<file path="config.mk">
export PLATFORM = sky130hd
export DESIGN_NAME = crc_sector_seq
export DESIGN_NICKNAME = d
export VERILOG_FILES = /design/src/rtl/crc_seq_pkg.sv /design/src/rtl/crc_seq_regs.sv /design/src/rtl/crc_seq_addr_gen.sv /design/src/rtl/crc_seq_fifo.sv /design/src/rtl/crc_sector_seq.sv
export SDC_FILE = /design/constraint.sdc
export NUM_CORES = 1
export LEC_CHECK = 0
export CORE_ASPECT_RATIO = 0.5
export CORE_MARGIN = 4
export CORE_UTILIZATION = 50
export CTS_BUF_LIST = sky130_fd_sc_hd__clkbuf_4 sky130_fd_sc_hd__clkbuf_8
export DETAILED_ROUTE_END_ITERATION = 10
export GPL_ROUTABILITY_DRIVEN = 1
export PLACE_DENSITY = 0.78
export SLEW_MARGIN = 25
export SYNTH_ARGS = -nofsm -noshare
export SYNTH_HDL_FRONTEND = slang
export SYNTH_SLANG_ARGS = --single-unit
export TNS_END_PERCENT = 100
</file>
<file path="constraint.sdc">
create_clock -name clk_i -period 5.6 [get_ports clk_i]
set_clock_uncertainty 0.1 [all_clocks]
set_input_delay 1.12 -clock clk_i [delete_from_list [all_inputs] [get_ports clk_i]]
set_output_delay 1.12 -clock clk_i [all_outputs]
set_load 0.01 [all_outputs]
</file>
<file path="src/rtl/crc_seq_pkg.sv">
`timescale 1ns/1ps
package crc_seq_pkg;
  localparam int REG_AW = 2;
  localparam logic [REG_AW-1:0] REG_PAGE = 2'd0;
  localparam logic [REG_AW-1:0] REG_CNT  = 2'd1;
  localparam logic [REG_AW-1:0] REG_AUTO = 2'd2;
  localparam logic [REG_AW-1:0] REG_CTRL = 2'd3;

  typedef enum logic {ST_IDLE, ST_RUN} seq_state_e;
endpackage

</file>
<file path="src/rtl/crc_seq_regs.sv">
`timescale 1ns/1ps
module crc_seq_regs
  import crc_seq_pkg::*;
#(
  parameter int PAGE_W = 7,
  parameter int CNT_W  = 8,
  parameter int DW     = 8
) (
  input  logic              clk_i,
  input  logic              rst_ni,
  input  logic              wr_i,
  input  logic [REG_AW-1:0] addr_i,
  input  logic [DW-1:0]     wdata_i,
  input  logic              busy_i,
  output logic [PAGE_W-1:0] page_o,
  output logic [CNT_W-1:0]  cnt_o,
  output logic              start_o
);
  logic [PAGE_W-1:0] page_q;
  logic [CNT_W-1:0]  cnt_q;
  logic              auto_q;

  always_ff @(posedge clk_i or negedge rst_ni) begin
    if (!rst_ni) begin
      page_q <= '0;
      cnt_q  <= '0;
      auto_q <= 1'b0;
    end else if (wr_i) begin
      unique case (addr_i)
        REG_PAGE: page_q <= wdata_i[PAGE_W-1:0];
        REG_CNT:  cnt_q  <= wdata_i[CNT_W-1:0];
        REG_AUTO: auto_q <= wdata_i[0];
        default:  ;
      endcase
    end
  end

  // control write: any data value triggers, gated by enable and idle
  assign start_o = wr_i && (addr_i == REG_CTRL) && auto_q && !busy_i;
  assign page_o  = page_q;
  assign cnt_o   = cnt_q;
endmodule

</file>
<file path="src/rtl/crc_seq_addr_gen.sv">
`timescale 1ns/1ps
module crc_seq_addr_gen #(
  parameter int PAGE_W    = 7,
  parameter int CNT_W     = 8,
  parameter int SECTOR_LG = 10,
  parameter int ADDR_W    = PAGE_W + SECTOR_LG,
  parameter int REM_W     = CNT_W + SECTOR_LG
) (
  input  logic              clk_i,
  input  logic              rst_ni,
  input  logic              start_i,
  input  logic [PAGE_W-1:0] page_i,
  input  logic [CNT_W-1:0]  cnt_i,
  input  logic              issue_i,
  output logic [ADDR_W-1:0] addr_o,
  output logic              rem_zero_o
);
  logic [ADDR_W-1:0] addr_q;
  logic [REM_W-1:0]  rem_q;

  always_ff @(posedge clk_i or negedge rst_ni) begin
    if (!rst_ni) begin
      addr_q <= '0;
      rem_q  <= '0;
    end else if (start_i) begin
      addr_q <= {page_i, {SECTOR_LG{1'b0}}};
      rem_q  <= {cnt_i, {SECTOR_LG{1'b0}}};
    end else if (issue_i) begin
      addr_q <= addr_q + ADDR_W'(1);
      rem_q  <= rem_q - REM_W'(1);
    end
  end

  assign addr_o     = addr_q;
  assign rem_zero_o = (rem_q == '0);
endmodule

</file>
<file path="src/rtl/crc_seq_fifo.sv">
`timescale 1ns/1ps
module crc_seq_fifo #(
  parameter int W     = 8,
  parameter int DEPTH = 2,
  parameter int PTR_W = $clog2(DEPTH),
  parameter int LVL_W = $clog2(DEPTH + 1)
) (
  input  logic             clk_i,
  input  logic             rst_ni,
  input  logic             push_i,
  input  logic [W-1:0]     din_i,
  input  logic             pop_i,
  output logic [W-1:0]     dout_o,
  output logic             empty_o,
  output logic [LVL_W-1:0] level_o
);
  logic [W-1:0]     mem_q [DEPTH];
  logic [PTR_W-1:0] wr_ptr_q, rd_ptr_q;
  logic [LVL_W-1:0] level_q;

  function automatic logic [PTR_W-1:0] bump(input logic [PTR_W-1:0] p);
    return (p == PTR_W'(DEPTH - 1)) ? '0 : p + PTR_W'(1);
  endfunction

  always_ff @(posedge clk_i) begin
    if (push_i) mem_q[wr_ptr_q] <= din_i;
  end

  always_ff @(posedge clk_i or negedge rst_ni) begin
    if (!rst_ni) begin
      wr_ptr_q <= '0;
      rd_ptr_q <= '0;
      level_q  <= '0;
    end else begin
      if (push_i) wr_ptr_q <= bump(wr_ptr_q);
      if (pop_i)  rd_ptr_q <= bump(rd_ptr_q);
      unique case ({push_i, pop_i})
        2'b10:   level_q <= level_q + LVL_W'(1);
        2'b01:   level_q <= level_q - LVL_W'(1);
        default: ;
      endcase
    end
  end

  assign dout_o  = mem_q[rd_ptr_q];
  assign empty_o = (level_q == '0);
  assign level_o = level_q;
endmodule

</file>
<file path="src/rtl/crc_sector_seq.sv">
`timescale 1ns/1ps
module crc_sector_seq
  import crc_seq_pkg::*;
#(
  parameter int PAGE_W     = 7,
  parameter int CNT_W      = 8,
  parameter int SECTOR_LG  = 10,
  parameter int DW         = 8,
  parameter int FIFO_DEPTH = 2,
  parameter int ADDR_W     = PAGE_W + SECTOR_LG
) (
  input  logic              clk_i,
  input  logic              rst_ni,
  input  logic              reg_wr_i,
  input  logic [REG_AW-1:0] reg_addr_i,
  input  logic [DW-1:0]     reg_wdata_i,
  output logic [ADDR_W-1:0] mem_addr_o,
  output logic              mem_rd_o,
  input  logic [DW-1:0]     mem_rdata_i,
  output logic              crc_valid_o,
  output logic [DW-1:0]     crc_byte_o,
  input  logic              crc_ready_i,
  output logic              stall_o,
  output logic              done_o
);
  localparam int REM_W = CNT_W + SECTOR_LG;
  localparam int LVL_W = $clog2(FIFO_DEPTH + 1);

  seq_state_e        state_q;
  logic              inflight_q, done_q;
  logic              busy, start, issue, pop, empty, rem_zero, room, drain_ok, finish;
  logic [PAGE_W-1:0] page;
  logic [CNT_W-1:0]  cnt;
  logic [LVL_W-1:0]  level;

  assign busy = (state_q == ST_RUN);

  crc_seq_regs #(.PAGE_W(PAGE_W), .CNT_W(CNT_W), .DW(DW)) u_regs (
    .clk_i   (clk_i),
    .rst_ni  (rst_ni),
    .wr_i    (reg_wr_i),
    .addr_i  (reg_addr_i),
    .wdata_i (reg_wdata_i),
    .busy_i  (busy),
    .page_o  (page),
    .cnt_o   (cnt),
    .start_o (start)
  );

  crc_seq_addr_gen #(
    .PAGE_W(PAGE_W), .CNT_W(CNT_W), .SECTOR_LG(SECTOR_LG),
    .ADDR_W(ADDR_W), .REM_W(REM_W)
  ) u_addr (
    .clk_i      (clk_i),
    .rst_ni     (rst_ni),
    .start_i    (start),
    .page_i     (page),
    .cnt_i      (cnt),
    .issue_i    (issue),
    .addr_o     (mem_addr_o),
    .rem_zero_o (rem_zero)
  );

  crc_seq_fifo #(.W(DW), .DEPTH(FIFO_DEPTH)) u_fifo (
    .clk_i   (clk_i),
    .rst_ni  (rst_ni),
    .push_i  (inflight_q),
    .din_i   (mem_rdata_i),
    .pop_i   (pop),
    .dout_o  (crc_byte_o),
    .empty_o (empty),
    .level_o (level)
  );

  assign crc_valid_o = !empty;
  assign pop         = !empty && crc_ready_i;
  // credit: buffered + in flight, less this cycle's pop, must leave a slot
  assign room     = (int'(level) + int'(inflight_q)) < (FIFO_DEPTH + int'(pop));
  assign issue    = busy && !rem_zero && room;
  assign drain_ok = empty || ((level == LVL_W'(1)) && pop);
  assign finish   = busy && rem_zero && !inflight_q && drain_ok;

  always_ff @(posedge clk_i or negedge rst_ni) begin
    if (!rst_ni) begin
      state_q    <= ST_IDLE;
      inflight_q <= 1'b0;
      done_q     <= 1'b0;
    end else begin
      inflight_q <= issue;
      if (start) begin
        state_q <= ST_RUN;
        done_q  <= 1'b0;
      end else if (finish) begin
        state_q <= ST_IDLE;
        done_q  <= 1'b1;
      end
    end
  end

  assign mem_rd_o = issue;
  assign stall_o  = busy;
  assign done_o   = done_q;
endmodule

</file>
## Yosys cells after proc, flatten, opt, wreduce, memory -nomap -nowiden

Memory sizes are Yosys's and may differ from the RTL's.
Index checks and enable logic that the tools add are counted.

| cells by class | value |
|---|---|
| add/subtract/negate cells | 8 |
| shift operators | 0 |
| bitwise logic cells | 0 |
| equal/unequal tests | 6 |
| $lt $le $gt $ge | 1 |
| reductions and logical operators | 24 |
| $mul | 0 |
| div/mod/pow operators | 0 |
| muxes and demuxes | 13 |

Operators by type and width:

| cell | count |
|---|---|
| 18-bit two-way mux | 2 |
| 17-bit two-way mux | 2 |
| 18-bit logical NOT | 1 |
| 18-bit by 1-bit subtractor with 18-bit output (second input constant) | 1 |
| 17-bit by 1-bit adder with 17-bit output (second input constant) | 1 |
| 1-bit logical AND | 10 |
| 1-bit two-way mux | 8 |
| 2-bit by 1-bit equality test with 1-bit output (second input constant) | 3 |
| 2-bit equality test (second input constant) | 3 |
| 2-bit AND reduction | 3 |
| 2-bit nonzero test | 3 |
| 1-bit logical NOT | 4 |
| 2-bit logical NOT | 2 |
| 2-bit one-hot mux with 2 select lines | 1 |
| 2-bit by 1-bit adder with 3-bit output | 1 |
| 2-bit by 1-bit adder with 3-bit output (first input constant) | 1 |
| 3-bit less-than comparator | 1 |
| 1-bit adder (second input constant) | 2 |
| 2-bit by 1-bit adder with 2-bit output (second input constant) | 1 |
| 2-bit by 1-bit subtractor with 2-bit output (second input constant) | 1 |
| 1-bit logical OR | 1 |

| storage, ports and cells | value |
|---|---|
| memory bits (read-only) | 0 |
| memories | 1 |
| flip-flop bits (word level) | 58 |
| bits in writable memories | 16 |
| word-level logic and storage cells | 64 |
| latch bits | 0 |
| input port bits | 22 |

Memory list:

| memory | words | bits a word | rd ports | clocked after memory_dff | wr ports | line | source |
|---|---|---|---|---|---|---|---|
| u_fifo.mem_q | 2 | 8 | 1 | 0 | 1 | crc_seq_fifo.sv:17 | `logic [W-1:0] mem_q [DEPTH];` |

## Longest topological paths before layout

Gate-level depths: netlist of run 1.

| logic depth | value |
|---|---|
| depth after elaboration | 8 |
| depth in mapped cells | 9 |

## Modules after synthesis

A second synthesis of run 1 with hierarchy kept.

| second synthesis, totals | value |
|---|---|
| cell total of the unflattened synthesis | 297 |
| area total of the unflattened synthesis | 3449.6 um^2 |

By module, submodules not included:

| module | area each (um^2) | cells each | times used |
|---|---|---|---|
| crc_seq_addr_gen | 1889.3 | 202 | 1 |
| crc_seq_fifo | 753.2 | 40 | 1 |
| crc_seq_regs | 628.1 | 37 | 1 |
| crc_sector_seq | 178.9 | 18 | 1 |

## Worst setup path before layout of run 1

No wires, ideal clock.

| timing path | value |
|---|---|
| kind | input to output |
| start | input port crc_ready_i |
| end | output port mem_rd_o |
| buffers on the path | 1 |
| cell stages on the path | 5 |
| required time | 4.380 ns |
| arrival | 2.197 ns |
| slack | 2.183 ns |
| path through | or3b_1 a21oi_1 o21ai_4 inv_2 buf_2 |

| on the way | value |
|---|---|
| cells in the longest elaborated chain, start to end | 4 |

Ends and longest elaborated chain:

| item | line | source |
|---|---|---|
| from (decl) | crc_sector_seq.sv:22 | `input logic crc_ready_i,` |
| 1-bit logical AND | crc_sector_seq.sv:76 | `assign pop = !empty && crc_ready_i;` |
| 2-bit by 1-bit adder with 3-bit output | crc_sector_seq.sv:78 | `assign room = (int'(level) + int'(inflight_q)) < (FIFO_DEPTH + int'(pop));` |
| 3-bit less-than comparator | crc_sector_seq.sv:78 |  |
| 1-bit logical AND | crc_sector_seq.sv:79 | `assign issue = busy && !rem_zero && room;` |
| to (decl) | crc_sector_seq.sv:18 | `output logic mem_rd_o,` |

Every way passes these cells.

## Worst setup path after layout of run 1

| timing path | value |
|---|---|
| start | register u_addr.rem_q[6] |
| end | output port mem_rd_o |

| on the way | value |
|---|---|
| cells in the longest elaborated chain, start to end | 4 |

Ends and longest elaborated chain:

| item | line | source |
|---|---|---|
| from (decl) | crc_seq_addr_gen.sv:19 | `logic [REM_W-1:0] rem_q;` |
| from (signal assigned) | crc_seq_addr_gen.sv:27 | `rem_q <= {cnt_i, {SECTOR_LG{1'b0}}};` |
| from (signal assigned) | crc_seq_addr_gen.sv:30 | `rem_q <= rem_q - REM_W'(1);` |
| 18-bit logical NOT | crc_seq_addr_gen.sv:35 | `assign rem_zero_o = (rem_q == '0);` |
| 1-bit logical NOT | crc_sector_seq.sv:79 |  |
| 1-bit logical AND (2 in a row) | crc_sector_seq.sv:79 |  |

Every way passes these cells.

==> run metrics, run 1 <==
final hold vios=0; buffers and inverters on the worst path=2; clk buf depth=2; Worst Path Class, Setup=reg2out; worst r2r dst=u_addr.addr_o[10]$_DFFE_PN0P_; Min-Delay Endpoint=u_addr.rem_q[16]$_DFFE_PN0P_; CP required=4.38 ns; WL final=7950 µm; share of layout cells above drive strength 1=0.134; critical path arrival=around 3.6 ns; Remaining DRCs=0; Least-Margin Pin Slew=0.822 ns; largest net degree at the start of global routing=around 60; setup_tns=0 ns; first-pass GRT wire length=around 13000 µm; vias per cell=5.81; Post-DP HPWL=about 5600 µm; most used flip-flop cell after synthesis=dfrtp_1; post-cts gate resize count=0; num ports=51; grt total ovfl=0; Setup Fix Bufs, Post-CTS=0; startpoint types=flip-flop; Max IR drop VDD=0.211 mV; HP Start=u_addr.rem_q[16]$_DFFE_PN0P_; Die Outline Area=between 0.008 and 0.009 mm²; TritonCTS buffer count=9; Pre-Repair DR Iteration Count=4; Die X=128 µm; GPL Wtd Cong=0.883; relative slew slack=0.452; Filler cells=510; min cycle time layout=4.84 ns; critical-path cell list=nor4_1, nand3_1, o21ai_4, inv_2, clkdlybuf4s50_1; htree depth=3; Post-synth EDFFs=16; hold_buf cts=0; CP max stage delay=0.77 ns; fmax=approximately 0.21 GHz; ys async rst share=0.784; reg2reg path depth=6; # diodes=0; clock sinks=74; Ys Warns=0; Mapped Cells=approximately 320; final cycle utilization of the critical path=0.863; Seq cells post-synth=74; pwr/cell area=469 mW/mm²; crit end category=primary output; final core occ=0.646; Core Region=0.00681 mm²; Reg clk slew, reported paths=about 0.070 ns; Area Growth Syn to Fin=22.8%; Lkg Pwr=1.82 nW; Mean Syn Cell Area=11.3 µm²; Slew Limit Fails=0; Synth Net Count=roughly 350; sequential area share after synthesis=0.539; initial drt markers=204; All-Layer GR Usage=0.198; synthesized area=0.00358 mm²; DRT antenna net count=0; number of global-route vias before repair=2590; Via Count=approximately 2700; status=finished, final reports clean; max-cap violation count=0; r2r startpoint=u_addr.rem_q[6]$_DFFE_PN0P_; R2R Setup Slk=2.01 ns; worst hold path class=reg2reg; TritonCTS clock tree=built; RSZ-0062 raised after global routing=false; initial core utilization=0.526; final setup fails=0; initial antenna violation count=0; row cnt=21; IO buf count=50; worst-skew pair later-pin latency=0.37 ns; Distinct cells, synth=between 40 and 50; crit-path max FO=32; CP top delay family=simple AND/OR/NAND/NOR gates; drt wl/cell=roughly 17 µm; slowest CP cell=o21ai_4; CTS Root Buffer Type=clkbuf_8; die height=67.8 µm; Net count, final=around 400; Hold Path Stages=1
metrics by stage:
stage	power (mW)	hold WS (ns)	cells	area (µm²)	setup WS, ns
after floorplan	1.30	0.341	317	3580	2.18
after global placement	1.54	0.357	448	4160	0.880
after detailed placement	1.58	0.366	448	4160	0.832
after CTS	2.08	0.383	464	4390	0.803
after global routing	2.20	0.399	464	4400	0.510
final	2.06	0.381	464	4400	0.765
Yosys cell counts, drive strengths merged, types with 5 or more instances:
library cell	number	area, µm²
or3	7	43.8
o311ai	5	43.8
nand3	19	95.1
o21ai	10	61.3
or4	5	37.5
inv	13	48.8
a21oi	7	35.0
dfrtp	58	1450
clkbuf	9	33.8
buf	5	25.0
mux2	27	304
nor3	6	30.0
nand2	24	90.1
mux2i	8	80.1
ha	7	87.6
edfxtp	16	480
nor2	18	67.6
a221o	5	50.1
o2111ai	5	43.8
xor2	10	87.6
area by class of cell:
type	count	area [µm²]	area share
Clock buffer	9	124	0.0282
Clock inverter	7	108	0.0245
Inverter	13	48.8	0.0111
Multi-Input combinational cell	216	1550	0.353
Sequential cell	74	1930	0.439
Tap cell	92	115	0.0262
Timing Repair Buffer	53	518	0.118
report_power, final:
part           total, mW  leakage [nW]  internal (mW)  switching, mW
clock              0.489         0.118          0.291          0.198
sequential         0.806         0.856          0.696          0.111
combinational      0.768         0.846          0.339          0.430
total               2.06          1.82           1.33          0.739
worst max path at each step:
stage / from / endpoint / slack, ns / depth (start not counted)
global route: u_addr.rem_q[6]$_DFFE_PN0P_ / mem_rd_o / 0.51 / 5
finish: u_addr.rem_q[6]$_DFFE_PN0P_ / mem_rd_o / 0.76 / 5
floorplan: crc_ready_i / mem_rd_o / 2.18 / 5
global placement: crc_ready_i / mem_rd_o / 0.88 / 6
CTS: u_addr.rem_q[6]$_DFFE_PN0P_ / mem_rd_o / 0.80 / 5
detailed placement: crc_ready_i / mem_rd_o / 0.83 / 6
layout by cell type (no fill, tap or decap), drive strengths merged, types with 4 or more instances in the layout:
master and instances:
a21oi 7, o21ai 10, nand4 4, inv 13
or4 5, edfxtp 16, clkinv 4, clkbuf 9
or3 7, nor3 6, o31ai 4, nor2 18
o311ai 5, o211ai 4, and2 4, nor4 4
and3 4, o2111ai 5, clkdlybuf4s50 49, nand3 19
a221o 5, buf 4, nand2 24, xor2 10
mux2i 8, ha 7, dfrtp 58, mux2 27
cell families after synthesis:
family	share of synthesized area
multiplexers	0.107
flip-flops	0.539
adder cells (fa/ha/maj)	0.0245
AO/OA/AOI/OAI	0.106
XOR/XNOR	0.0293
buffers and inverters	0.0300
AND/OR/NAND/NOR	0.164
state kept, by name, indices dropped and copies added, names as in the netlist, 2 cells and up:
signal,count
u_addr.rem_q,18
u_fifo.level_o,2
u_addr.addr_o,17
u_fifo.mem_q,16
u_regs.page_o,7
u_regs.cnt_o,8
worst register-to-register path: stages, from the launching register on:
cell     delay, ns
dfrtp_1       0.42
nor4_1        0.61
nand3_1       0.52
o21ai_4       0.77
inv_2         0.35
mux2_1        0.41
a221o_1       0.30
metal layers:
layer / vias to the layer above / global-route usage / part of all wire
met5: - / 0 / 0
met4: 0 / 0.0767 / 0.021
met3: 19 / 0.0670 / 0.062
met2: 73 / 0.307 / 0.46
met1: 1325 / 0.262 / 0.45
li1: 1277 / - / -
Note: power is estimated with default switching activity, not from simulation.
==> run 2: changes to the inputs <==
--- a/config.mk
+++ b/config.mk
@@ -6,9 +6,9 @@
 export NUM_CORES = 1
 export LEC_CHECK = 0
 export CORE_ASPECT_RATIO = 0.5
-export CORE_MARGIN = 4
+export CORE_MARGIN = 3
 export CORE_UTILIZATION = 50
-export CTS_BUF_LIST = sky130_fd_sc_hd__clkbuf_4 sky130_fd_sc_hd__clkbuf_8
+export CTS_BUF_LIST = sky130_fd_sc_hd__clkbuf_2
 export DETAILED_ROUTE_END_ITERATION = 10
 export GPL_ROUTABILITY_DRIVEN = 1
 export PLACE_DENSITY = 0.78
==> run metrics, run 2 (synthesis results as in run 1) <==
Setup Fix Bufs, Post-CTS=0 (unchanged); drt wl/cell=17.1 µm (-0.18%); Lkg Pwr=1.76 nW (-3.3%); Sw Ratio=0.396 (+0.0380); Reg power frac=0.445 (+0.054); die height=65.8 µm (-2.9%); final hold vios=0 (unchanged); clock sinks=74 (unchanged); pwr/cell area=427 mW/mm² (-9.0%); TritonCTS buffer count=9 (unchanged); fin area=0.00424 mm² (-3.6%); TritonCTS clock tree=built; fmax=0.202 GHz (-2.5%); Slew Limit Fails=0 (unchanged); RSZ-0062 raised after global routing=false; Worst Path Class, Setup=reg2out; critical path arrival=3.74 ns (+0.12 ns); status=finished, final reports clean; post-cts gate resize count=0 (unchanged); commonest non-fill, non-tap cell in the layout=dfrtp_1; num ports=51 (unchanged); min cycle time layout=4.96 ns (+0.125 ns); first-pass GRT wire length=13100 µm (+0.75%); largest net degree at the start of global routing=59 (unchanged); Reg clk slew, reported paths=0.18 ns (+0.11 ns); max-cap violation count=0 (unchanged); worst hold path class=reg2reg; CTS Root Buffer Type=clkbuf_2; vias per cell=5.95 (+2.5%); startpoint types=flip-flop; Die X=126 µm (-1.6%); max reg flops=18 (unchanged); initial core utilization=0.526 (unchanged); P_sw=717 µW (-2.9%); Placed Area=0.00416 mm² (unchanged); Net count, final=396 (unchanged); Post-DP HPWL=5560 µm (about the same); clk buf depth=2 (unchanged); CP required=4.38 ns (about the same); final setup fails=0 (unchanged); grt total ovfl=0 (unchanged); number of global-route vias before repair=2627 (+1.4%); commonest non-fill, non-tap cells in the layout=dfrtp_1, clkdlybuf4s50_1, mux2_2, nand2_1, nand3_1; share of layout cells above drive strength 1=0.132 (-0.00233); setup_tns=0 ns (unchanged); Final Hold Slack=0.407 ns (+0.0257 ns); hold_buf cts=0 (unchanged); Multi-input gate area=0.00155 mm² (unchanged); crit end category=primary output; register area=0.00193 mm² (unchanged); Clock Power Share=0.128 (-0.109); htree depth=3 (unchanged); IO buf count=50 (unchanged); WL final=7930 µm (-0.18%); Comb pwr share=0.427 (+0.055); Filler cells=566 (+11%); final cycle utilization of the critical path=0.886 (+0.0222); All-Layer GR Usage=0.204 (+0.00550); GPL Wtd Cong=0.867 (-1.9%); DRT antenna net count=0 (unchanged); Area Growth Syn to Fin=18.4%; relative slew slack=0.442 (-0.00938); initial drt markers=265 (+30%); Pre-Repair DR Iteration Count=5 (+1); worst-skew pair later-pin latency=0.51 ns (+0.14 ns); initial antenna violation count=0 (unchanged); Remaining DRCs=0 (unchanged); Biggest register=u_addr.rem_q; row cnt=21 (unchanged); Max IR drop VDD=0.219 mV (+3.4%); Core Region=0.00681 mm² (unchanged); Via Count=2762 (+2.5%); Least-Margin Pin Slew=0.837 ns (+0.0141 ns); crit-path max FO=32 (unchanged); Die Outline Area=0.00827 mm² (-4.5%); cell internal pwr=1.09 mW (-17%)
[run 2: cell types whose count changed in the layout (fill, tap and decap cells not counted)]
cell	change
diode_2	+1
clkinv_2	-2
bufinv_16	-3
clkbuf_8	-9
clkbuf_2	+13
[run 2: power groups by stage]
stage / Sequential, mW / Combinational, mW / Clock [mW]
finish: 0.806 / 0.773 / 0.232
global route: 0.828 / 0.848 / 0.270
CTS: 0.805 / 0.773 / 0.241
detailed placement: 0.816 / 0.770 / 0
global placement: 0.804 / 0.735 / 0
floorplan: 0.785 / 0.510 / 0
[run 2: area by class of cell]
| type | count | share of cell area |
|---|---|---|
| tap | 92 | 0.0271 |
| antenna | 1 | 0.000590 |
| clock inverter | 2 | 0.00177 |
| inverter | 13 | 0.0115 |
| multi-input combinational | 216 | 0.366 |
| timing repair buffer | 53 | 0.122 |
| sequential | 74 | 0.456 |
| clock buffer | 13 | 0.0153 |
[run 2: final timing paths]
kind | slack, ns | endpoint | start | cells past startpoint
max | 0.64 | mem_rd_o | u_addr.rem_q[6]$_DFFE_PN0P_ | 5
min | 0.41 | u_fifo.wr_ptr_q$_DFFE_PN0P_ | u_fifo.wr_ptr_q$_DFFE_PN0P_ | 1
max reg2reg | 2.06 | u_addr.addr_o[11]$_DFFE_PN0P_ | u_addr.rem_q[6]$_DFFE_PN0P_ | 6
min reg2reg | 0.41 | u_fifo.wr_ptr_q$_DFFE_PN0P_ | u_fifo.wr_ptr_q$_DFFE_PN0P_ | 1
max in group asynchronous | 4.28 | u_regs.cnt_o[2]$_DFFE_PN0P_ | rst_ni | 2
min in group asynchronous | 0.62 | u_fifo.level_o[1]$_DFFE_PN0P_ | rst_ni | 2
[run 2: critical path, stage by stage, from the launching register on]
cell	delay (ns)
dfrtp_1	0.46
nor4_1	0.55
nand3_1	0.52
o21ai_4	0.79
inv_2	0.33
clkdlybuf4s50_1	0.57
[run 2: per-layer routing]
metal / up-vias / wire, µm / part of all wire / GRT usage
met4: 0 / 98 / 0.012 / 0.0608
met1: 1376 / 3590 / 0.45 / 0.274
met2: 98 / 3700 / 0.47 / 0.324
li1: 1278 / - / - / -
met3: 10 / 546 / 0.069 / 0.0605
met5: - / 0 / 0 / 0
[run 2: through the flow]
| step | setup slack (ns) | utilization | power [mW] | cells |
|---|---|---|---|---|
| final | 0.640 | 0.623 | 1.81 | 464 |
| after global routing | 0.364 | 0.623 | 1.95 | 463 |
| after CTS | 0.655 | 0.622 | 1.82 | 463 |
| after detailed placement | 0.807 | 0.611 | 1.59 | 448 |
| after global placement | 0.864 | 0.611 | 1.54 | 448 |
| after floorplan | 2.18 | - | 1.30 | 317 |
